==> src/rtl/bw_pkg.sv <==
package bw_pkg;
  typedef enum logic [1:0] {
    SEL_BAR  = 2'd0,
    SEL_LEN  = 2'd1,
    SEL_OFF  = 2'd2,
    SEL_DATA = 2'd3
  } bwSel_e;

  typedef enum logic [1:0] {
    ST_IDLE = 2'd0,
    ST_BUS  = 2'd1,
    ST_DONE = 2'd2
  } bwState_e;

  typedef struct packed {
    logic fieldWr;
    logic capField;
    logic capData;
    logic clrData;
    logic setErr;
    logic launch;
  } bwStrobe_t;
endpackage

==> src/rtl/bw_datapath.sv <==
module bw_datapath
  import bw_pkg::*;
#(
  parameter int NUM_DESC = 8,
  parameter int TYPE_W = 8,
  parameter int BAR_W = 3,
  parameter logic [TYPE_W-1:0] CFG_TYPE = 5
) (
  input  logic                        clk,
  input  logic                        rstN,
  input  logic                        cfgWe,
  input  logic [$clog2(NUM_DESC)-1:0] cfgIdx,
  input  logic                        cfgValid,
  input  logic [TYPE_W-1:0]           cfgType,
  input  logic [BAR_W-1:0]            cfgBar,
  input  logic [31:0]                 cfgOff,
  input  logic [31:0]                 cfgLen,
  input  logic [1:0]                  hostSel,
  input  logic [31:0]                 hostWdata,
  input  bwStrobe_t                   stb,
  output logic                        legal,
  output logic [31:0]                 hostRdata,
  output logic                        errFlag,
  output logic [BAR_W-1:0]            busBar,
  output logic [31:0]                 busAddr,
  output logic [31:0]                 busWdata,
  output logic [3:0]                  busBe,
  input  logic [31:0]                 busRdata
);
  localparam int IDX_W = $clog2(NUM_DESC);

  logic [NUM_DESC-1:0] descValid;
  logic [TYPE_W-1:0]   descType [NUM_DESC];
  logic [BAR_W-1:0]    descBar  [NUM_DESC];
  logic [31:0]         descOff  [NUM_DESC];
  logic [31:0]         descLen  [NUM_DESC];

  logic [BAR_W-1:0] winBar;
  logic [31:0]      winLen;
  logic [31:0]      winOff;
  logic [31:0]      wdataQ;

  // Descriptor table: valid bits reset, payload is static configuration
  always_ff @(posedge clk) begin
    if (!rstN) descValid <= '0;
    else if (cfgWe) descValid[cfgIdx] <= cfgValid;
  end

  always_ff @(posedge clk) begin
    if (cfgWe) begin
      descType[cfgIdx] <= cfgType;
      descBar[cfgIdx]  <= cfgBar;
      descOff[cfgIdx]  <= cfgOff;
      descLen[cfgIdx]  <= cfgLen;
    end
  end

  // Window fields
  always_ff @(posedge clk) begin
    if (!rstN) begin
      winBar <= '0;
      winLen <= '0;
      winOff <= '0;
    end else if (stb.fieldWr) begin
      case (hostSel)
        SEL_BAR: winBar <= hostWdata[BAR_W-1:0];
        SEL_LEN: winLen <= hostWdata;
        SEL_OFF: winOff <= hostWdata;
        default: ;
      endcase
    end
  end

  // Legality check
  logic        lenOk;
  logic        alignOk;
  logic [32:0] winEnd;
  logic [NUM_DESC-1:0] hit;

  assign lenOk   = (winLen == 32'd1) || (winLen == 32'd2) || (winLen == 32'd4);
  assign alignOk = (winOff & (winLen - 32'd1)) == 32'd0;
  assign winEnd  = {1'b0, winOff} + {1'b0, winLen};

  for (genvar g = 0; g < NUM_DESC; g++) begin : gHit
    logic [32:0] descEnd;
    assign descEnd = {1'b0, descOff[g]} + {1'b0, descLen[g]};
    assign hit[g] = descValid[g] && (descType[g] != CFG_TYPE) &&
                    (descBar[g] == winBar) && (winOff >= descOff[g]) &&
                    (winEnd <= descEnd);
  end

  assign legal = lenOk && alignOk && (|hit);

  // Byte lane steering
  logic [31:0] laneMask;
  always_comb begin
    case (winLen[2:0])
      3'd1:    busBe = 4'b0001;
      3'd2:    busBe = 4'b0011;
      default: busBe = 4'b1111;
    endcase
    for (int b = 0; b < 4; b++) laneMask[8*b +: 8] = {8{busBe[b]}};
  end

  assign busBar   = winBar;
  assign busAddr  = winOff;
  assign busWdata = wdataQ;

  always_ff @(posedge clk) begin
    if (stb.launch) wdataQ <= hostWdata;
  end

  logic [31:0] fieldRdata;
  always_comb begin
    case (hostSel)
      SEL_BAR: fieldRdata = 32'(winBar);
      SEL_LEN: fieldRdata = winLen;
      SEL_OFF: fieldRdata = winOff;
      default: fieldRdata = '0;
    endcase
  end

  always_ff @(posedge clk) begin
    if (!rstN) hostRdata <= '0;
    else if (stb.capField) hostRdata <= fieldRdata;
    else if (stb.capData) hostRdata <= busRdata & laneMask;
    else if (stb.clrData) hostRdata <= '0;
  end

  always_ff @(posedge clk) begin
    if (!rstN) errFlag <= 1'b0;
    else if (stb.setErr) errFlag <= 1'b1;
  end

  logic unusedIdx;
  assign unusedIdx = ^IDX_W;
endmodule

==> src/rtl/bw_control.sv <==
module bw_control
  import bw_pkg::*;
(
  input  logic      clk,
  input  logic      rstN,
  input  logic      hostRe,
  input  logic      hostWe,
  input  logic [1:0] hostSel,
  input  logic      legal,
  input  logic      busAck,
  output bwStrobe_t stb,
  output logic      busReq,
  output logic      busWe,
  output logic      hostReady
);
  bwState_e state, stateNext;
  logic     dirWr;

  always_comb begin
    stb = '0;
    stateNext = state;
    case (state)
      ST_IDLE: begin
        if (hostRe || hostWe) begin
          if (hostSel != SEL_DATA) begin
            stb.fieldWr  = hostWe;
            stb.capField = hostRe && !hostWe;
            stb.clrData  = hostWe;
            stateNext    = ST_DONE;
          end else if (legal) begin
            stb.launch = 1'b1;
            stateNext  = ST_BUS;
          end else begin
            stb.setErr  = 1'b1;
            stb.clrData = 1'b1;
            stateNext   = ST_DONE;
          end
        end
      end
      ST_BUS: begin
        if (busAck) begin
          stb.capData = !dirWr;
          stb.clrData = dirWr;
          stateNext   = ST_DONE;
        end
      end
      default: stateNext = ST_IDLE;
    endcase
  end

  always_ff @(posedge clk) begin
    if (!rstN) begin
      state <= ST_IDLE;
      dirWr <= 1'b0;
    end else begin
      state <= stateNext;
      if (stb.launch) dirWr <= hostWe;
    end
  end

  assign busReq    = (state == ST_BUS);
  assign busWe     = dirWr;
  assign hostReady = (state == ST_DONE);
endmodule

==> src/rtl/bar_window.sv <==
module bar_window
  import bw_pkg::*;
#(
  parameter int NUM_DESC = 8,
  parameter int TYPE_W = 8,
  parameter int BAR_W = 3,
  parameter logic [TYPE_W-1:0] CFG_TYPE = 5
) (
  input  logic                        clk,
  input  logic                        rstN,
  input  logic                        cfgWe,
  input  logic [$clog2(NUM_DESC)-1:0] cfgIdx,
  input  logic                        cfgValid,
  input  logic [TYPE_W-1:0]           cfgType,
  input  logic [BAR_W-1:0]            cfgBar,
  input  logic [31:0]                 cfgOff,
  input  logic [31:0]                 cfgLen,
  input  logic                        hostRe,
  input  logic                        hostWe,
  input  logic [1:0]                  hostSel,
  input  logic [31:0]                 hostWdata,
  output logic [31:0]                 hostRdata,
  output logic                        hostReady,
  output logic                        errFlag,
  output logic                        busReq,
  output logic                        busWe,
  output logic [BAR_W-1:0]            busBar,
  output logic [31:0]                 busAddr,
  output logic [3:0]                  busBe,
  output logic [31:0]                 busWdata,
  input  logic                        busAck,
  input  logic [31:0]                 busRdata
);
  bwStrobe_t stb;
  logic      legal;

  bw_control u_ctrl (
    .clk(clk), .rstN(rstN), .hostRe(hostRe), .hostWe(hostWe),
    .hostSel(hostSel), .legal(legal), .busAck(busAck), .stb(stb),
    .busReq(busReq), .busWe(busWe), .hostReady(hostReady)
  );

  bw_datapath #(
    .NUM_DESC(NUM_DESC), .TYPE_W(TYPE_W), .BAR_W(BAR_W), .CFG_TYPE(CFG_TYPE)
  ) u_dp (
    .clk(clk), .rstN(rstN), .cfgWe(cfgWe), .cfgIdx(cfgIdx),
    .cfgValid(cfgValid), .cfgType(cfgType), .cfgBar(cfgBar),
    .cfgOff(cfgOff), .cfgLen(cfgLen), .hostSel(hostSel),
    .hostWdata(hostWdata), .stb(stb), .legal(legal),
    .hostRdata(hostRdata), .errFlag(errFlag), .busBar(busBar),
    .busAddr(busAddr), .busWdata(busWdata), .busBe(busBe),
    .busRdata(busRdata)
  );
endmodule

==> config.mk <==
export PLATFORM = sky130hd
export DESIGN_NAME = bar_window
export DESIGN_NICKNAME = d
export VERILOG_FILES = /design/src/rtl/bw_pkg.sv /design/src/rtl/bw_datapath.sv /design/src/rtl/bw_control.sv /design/src/rtl/bar_window.sv
export SDC_FILE = /design/constraint.sdc
export NUM_CORES = 2
export LEC_CHECK = 0
export ABC_CLOCK_PERIOD_IN_PS = 6400
export BUFFER_PORTS_ARGS = -buffer_cell sky130_fd_sc_hd__buf_2
export CAP_MARGIN = 15
export CORE_MARGIN = 2
export CORE_UTILIZATION = 57
export CTS_CLUSTER_DIAMETER = 120
export CTS_CLUSTER_SIZE = 14
export DETAILED_ROUTE_END_ITERATION = 16
export PLACE_DENSITY_LB_ADDON = 0.12
export SYNTH_ARGS = -nofsm -noshare
export SYNTH_HDL_FRONTEND = slang
export SYNTH_HIERARCHICAL = 1
export SYNTH_SLANG_ARGS = --single-unit
==> constraint.sdc <==
create_clock -name clk -period 6.4 [get_ports clk]
set_input_delay 0.64 -clock clk [delete_from_list [all_inputs] [get_ports clk]]
set_output_delay 0.64 -clock clk [all_outputs]
set_load 0.005 [all_outputs]
# Yosys cells after proc, flatten, opt, wreduce, memory -nomap -nowiden
# Memories as Yosys holds them, arrays and structs flattened.
# Cells that the tools add are included.
# word_totals
out_inout_bits	107
regBits	143
memories	4
input_bits	151
word_cells	148
mem_bits_rw	600
# op_classes
n_addsub	10
muxes	27
n_bitwise	2
reduce_logical	50
eq_ne	28
order_cmp	18
# memory_table
memory	depth	width	read_ports	rd_clocked_by_memory_dff	wr	line	rtl
u_dp.descLen	8	32	8	0	1	bw_datapath.sv:36	logic [31:0] descLen [NUM_DESC];
u_dp.descOff	8	32	8	0	1	bw_datapath.sv:35	logic [31:0] descOff [NUM_DESC];
u_dp.descType	8	8	8	0	1	bw_datapath.sv:33	logic [TYPE_W-1:0] descType [NUM_DESC];
u_dp.descBar	8	3	8	0	1	bw_datapath.sv:34	logic [BAR_W-1:0] descBar [NUM_DESC];
# op_table
operator	count
adder 32 x 32 -> 33 bit	9
<= comparator 33 bit	8
greater-or-equal comparator 32 bit	8
two-way mux 32 bit	3
case mux 32 bit (3 select lines)	1
AND 32 bit	2
inequality test 8 x 3 -> 1 bit, second input constant	8
logical AND 1 bit	36
equality test 32 x 1 -> 1 bit, second input constant	1
equality test 32 x 2 -> 1 bit, second input constant	1
equality test 32 x 3 -> 1 bit, second input constant	1
zero test 32 bit	1
subtractor 32 x 1 -> 32 bit, second input constant	1
equality test 3 bit	8
two-way mux 2 bit	11
bitwise mux 8 bit	1
case mux 4 bit (2 select lines)	1
AND reduction 2 bit	4
OR reduction 8 bit	1
two-way mux 1 bit	6
equality test 2 x 1 -> 1 bit, second input constant	2
equality test 2 bit, second input constant	2
zero test 2 bit	2
less-than comparator 3 x 4 -> 1 bit, second input constant	1
12 further kinds	16

# Logic depth before layout (Yosys ltp)
# An unclocked memory read counts as a cell.
# depth
ltp_word	15
depth_mapped	34
mapped_depth_nobuf	32

# Hierarchy
# Netlist, hierarchy kept.
# by_module_without_submodules
mod	n_inst	area_per_inst_um2	seq_area_each_um2	cells_each
bw_datapath	1	49901.6	21140.3	4718
bw_control	1	217.7	60.1	27

# Worst setup path after synthesis
# OpenSTA, ideal clock, no wires.
# synth_path
path_type	in2reg
from	input cfgIdx[0]
to	register u_dp.descValid[0]
path_buffers	0
path_slack_ps	-312
t_required_ps	6277
t_arrival_ps	6589
setup_ps	123
path_stages	4
path_cell_list	nand2b_1 nor3_1 mux2i_1 nor2b_1
# synth_between
elab_chain_cells	5
elab_cells_between_ends	6
classes_between	order compare: 2; mux: 3; reduce/logical: 1
# synth_rtl
item	line	rtl
start: declaration	bar_window.sv:12	input logic [$clog2(NUM_DESC)-1:0] cfgIdx,
less-than comparator 3 x 4 -> 1 bit (not written as such) / greater-or-equal comparator 3 x 1 -> 1 bit (equally long branches)	bw_datapath.sv:46	else if (cfgWe) descValid[cfgIdx] <= cfgValid;
logical AND 1 bit (not written as such)	bw_datapath.sv:46	
two-way mux 1 bit (not written as such)	bw_datapath.sv:46	
demux 1 bit (select 3 bit) (*)	-	
bitwise mux 8 bit (*)	bw_datapath.sv:46	
end signal: indexed assignment	bw_datapath.sv:46	
end: declaration	bw_datapath.sv:32	logic [NUM_DESC-1:0] descValid;
# Mark *: on every way between the ends. The rest lies on a longest branch, timed or not.
# A chain may end at the register's enable or synchronous reset.

==> results.ini <==
[grt]
grt_pass1_wl_um = 251000
grt_max_degree = 113
grt_pass1_vias = 41000
grtUsageTotal_pct = 37.5
gr-total-overflow = 0
antenna_found_initial = 12

[pwr]
cellPowerDensity_nw_per_um2 = 187
ir_drop_mv = 0.266
power_leakage_nw = 27.5
power.total_mw = 11.4

[run_status]
violations = setup timing
status = complete, but fails checks

[cts]
h-tree-depth = 2
cts_root_buf = clkbuf_16
cts.sinks = 743
cts_buffers = 59
path_clk_slew_ns = 0.08
cts_hold_buf = 0
cts_tree = built
clock_latency_ns = 0.71
clock_tree.buffer_depth = 3

[synth]
synth_top_area_cell = edfxtp_1
synth_top_area_share_pct = 37.9
synth_cell_types = 102
synth_fa_ha_area_share_pct = 20.4
ys_top_cells_by_area = edfxtp_1, ha_1, dfxtp_1, a21oi_1, a21o_1
synth_top_family_by_area = adder cells
ys_warn_count = 6
syn_area_um2 = 50100
async_reset_ff_share_pct = 0
synthMuxAreaShare_pct = 0.260
synthFlopType = edfxtp_1
ys_seq_elements = 743
synth_area_per_cell_um2 = 10.6
synth-compound-area-share_pct = 17.1
yosys.area_share.xor_xnor_pct = 5.38
synth_edf_count = 632
syn_nets = 5702
synth-simple-area-share_pct = 11.4
synthCells = 4745
yosysSeqAreaShare_pct = 42.3

[layout]
nNetsFinal = 6609
stdcell_count = 6847
drive_above_1_share_pct = 21.3
n_fill_cell = 6643
seq_area_um2 = 21200
multi_input_area_um2 = 28400
areaGrowthSynthToFinish_pct = 21.0

[die]
io-pin-count = 258
num_rows = 108
die-area_um2 = 90300
core_um2 = 86900
initial_core_util_pct = 57.7
die_h_um = 301
die_w_um = 301

[placed_design]
dp.cells = 6694
pre_cts_slack_ns = -1.04
place.gp.congestion = 0.997
hpwl_um = 135000
place.port_buffers = 256

[timing]
slew_headroom_pct = 25.4
max_freq_mhz = 153
hold_viol = 0
setup_viol = 64
worst_pin_slew_ns = 1.11
rsz0062_at_grt = true
setup_slack_ns = -0.127
post-route-period-util_pct = 102
period_needed_ns = 6.53
slew_viol_final = 0
clock_skew_ns = 0.0360
hold_slack_ns = 0.159
setup_tns_ns = -5.29

[worst_setup_path]
cp-end-kind = register
criticalPathCategory = reg2reg
worst-endpoint-required_ns = 6.79
cp_max_fo = 18
r2r_start = u_dp/descOff[3][0]$_DFFE_PP_
cp.arrival_ns = 6.92
crit_start = u_dp/descOff[3][0]$_DFFE_PP_
worstSetupStartpointType = register
cpPeakStageDelay_ns = 0.51
cp_slowest_cell = or4b_4
path_common_cell = buf_4

[routing]
via_count = 42600
avgRoutedWirePerCell_um = 25.3
ant_nets = 0
vias_per_cell = 6.22
drcViolationCount = 0
first_iter_violations = 4488
drtPass1Iterations = 6
wirelength_um = 173000

[min_path]
hp-class = in2reg
hp-start = hostWdata[3]

[flow_run]
drv_cap = 0

## sequential cells by signal, summed over array words and instances, names as in the netlist
| register | flops |
|---|---|
| u_dp/descType | 64 |
| u_dp/descOff | 256 |
| u_ctrl/state | 2 |
| u_dp/descValid | 8 |
| u_dp/descBar | 24 |
| u_dp/hostRdata | 32 |
| u_dp/winLen | 32 |
| u_dp/busBar | 3 |
| u_dp/errFlag | 1 |
| u_dp/descLen | 256 |
| u_dp/busAddr | 32 |
| u_dp/busWdata | 32 |
| u_ctrl/busWe | 1 |
## synth_stat cells, drive strengths merged, types with 27 or more instances
library cell  count
clkbuf           62
a22oi            27
o21a             42
nand4            97
o21ai           232
a21oi           354
xnor2           157
nor2b            82
inv             347
ha              797
xor2            150
a21o            191
nand3            82
and3             39
o21bai           38
a21boi          103
a22o             32
edfxtp          632
nor3             65
nor2            212
nand2           378
nor4             33
a211oi           60
a31oi            28
nand2b           76
dfxtp           111
## logic make-up after synthesis
logic type | count (synthesis)
fa+ha+maj | 811
xor+xnor | 307
flops | 743
mux | 13
compound gates | 1291
simple gates | 1160
other cells | 1
buf+inv | 419
## per-layer routing
layer	GRT usage, %	vias to the layer above	routed length [um]
li1	-	19600	-
met1	51.9	20700	72200
met2	58.0	1972	74800
met3	7.19	386	17800
met4	15.3	8	8140
met5	0	-	50
## worst paths after layout
path / slack [ns] / cells past startpoint / endpoint
max: -0.13 / 31 / u_dp/busWdata[14]$_DFFE_PP_
min: 0.16 / 1 / u_dp/busWdata[3]$_DFFE_PP_
max reg2reg: -0.13 / 31 / u_dp/busWdata[14]$_DFFE_PP_
min reg2reg: 0.45 / 2 / u_dp/hostRdata[23]$_SDFFE_PN0P_
## critical path, delay by kind of cell (launching register included)
family,cells,cell delay [ns]
fa+ha+maj,3,0.59
flops,1,0.41
buf+inv,6,0.89
simple gates,9,2.12
compound gates,13,2.16
## through the flow
step	utilization, %	area [um^2]
after floorplan	-	50200
after global placement	66.1	57400
after detailed placement	66.1	57400
after CTS	69.3	60200
after global routing	69.8	60600
final	69.8	60600
## cell usage in the layout, fill, tap and decap left out, types with 104 or more instances in the layout
cell type and instances:
ha_1 785, buf_4 633, edfxtp_1 632, nand2_1 372, inv_1 345, a21oi_1 323
buf_2 256, nor2_1 199, o21ai_0 197, a21o_1 190, xnor2_1 150, xor2_1 145
dfxtp_1 104
## report_power, final
part / internal (mW) / switching, mW / leakage [nW]
clock network: 1.73 / 1.83 / 0.802
logic: 0.950 / 1.39 / 20.1
registers: 5.39 / 0.0696 / 6.64
## repair_timing
action | 4_1_cts | 5_1_grt
buffers inserted | 40 | 15
setup endpoints to repair | 68 | 68
pin swaps | 98 | 65
hold endpoints to repair | 0 | 0
gates resized for setup | 178 | 88
## area by class of cell
cell class,instances,area share [%]
flip-flops and latches,743,35.0
multi-input cells,3583,46.9
clock inverters,4,0.107
diodes,1,0.00413
inverters,347,2.15
clock buffers,96,2.66
repair buffers,918,10.8
well taps,1155,2.38
Power figures use the tool's default switching activity.
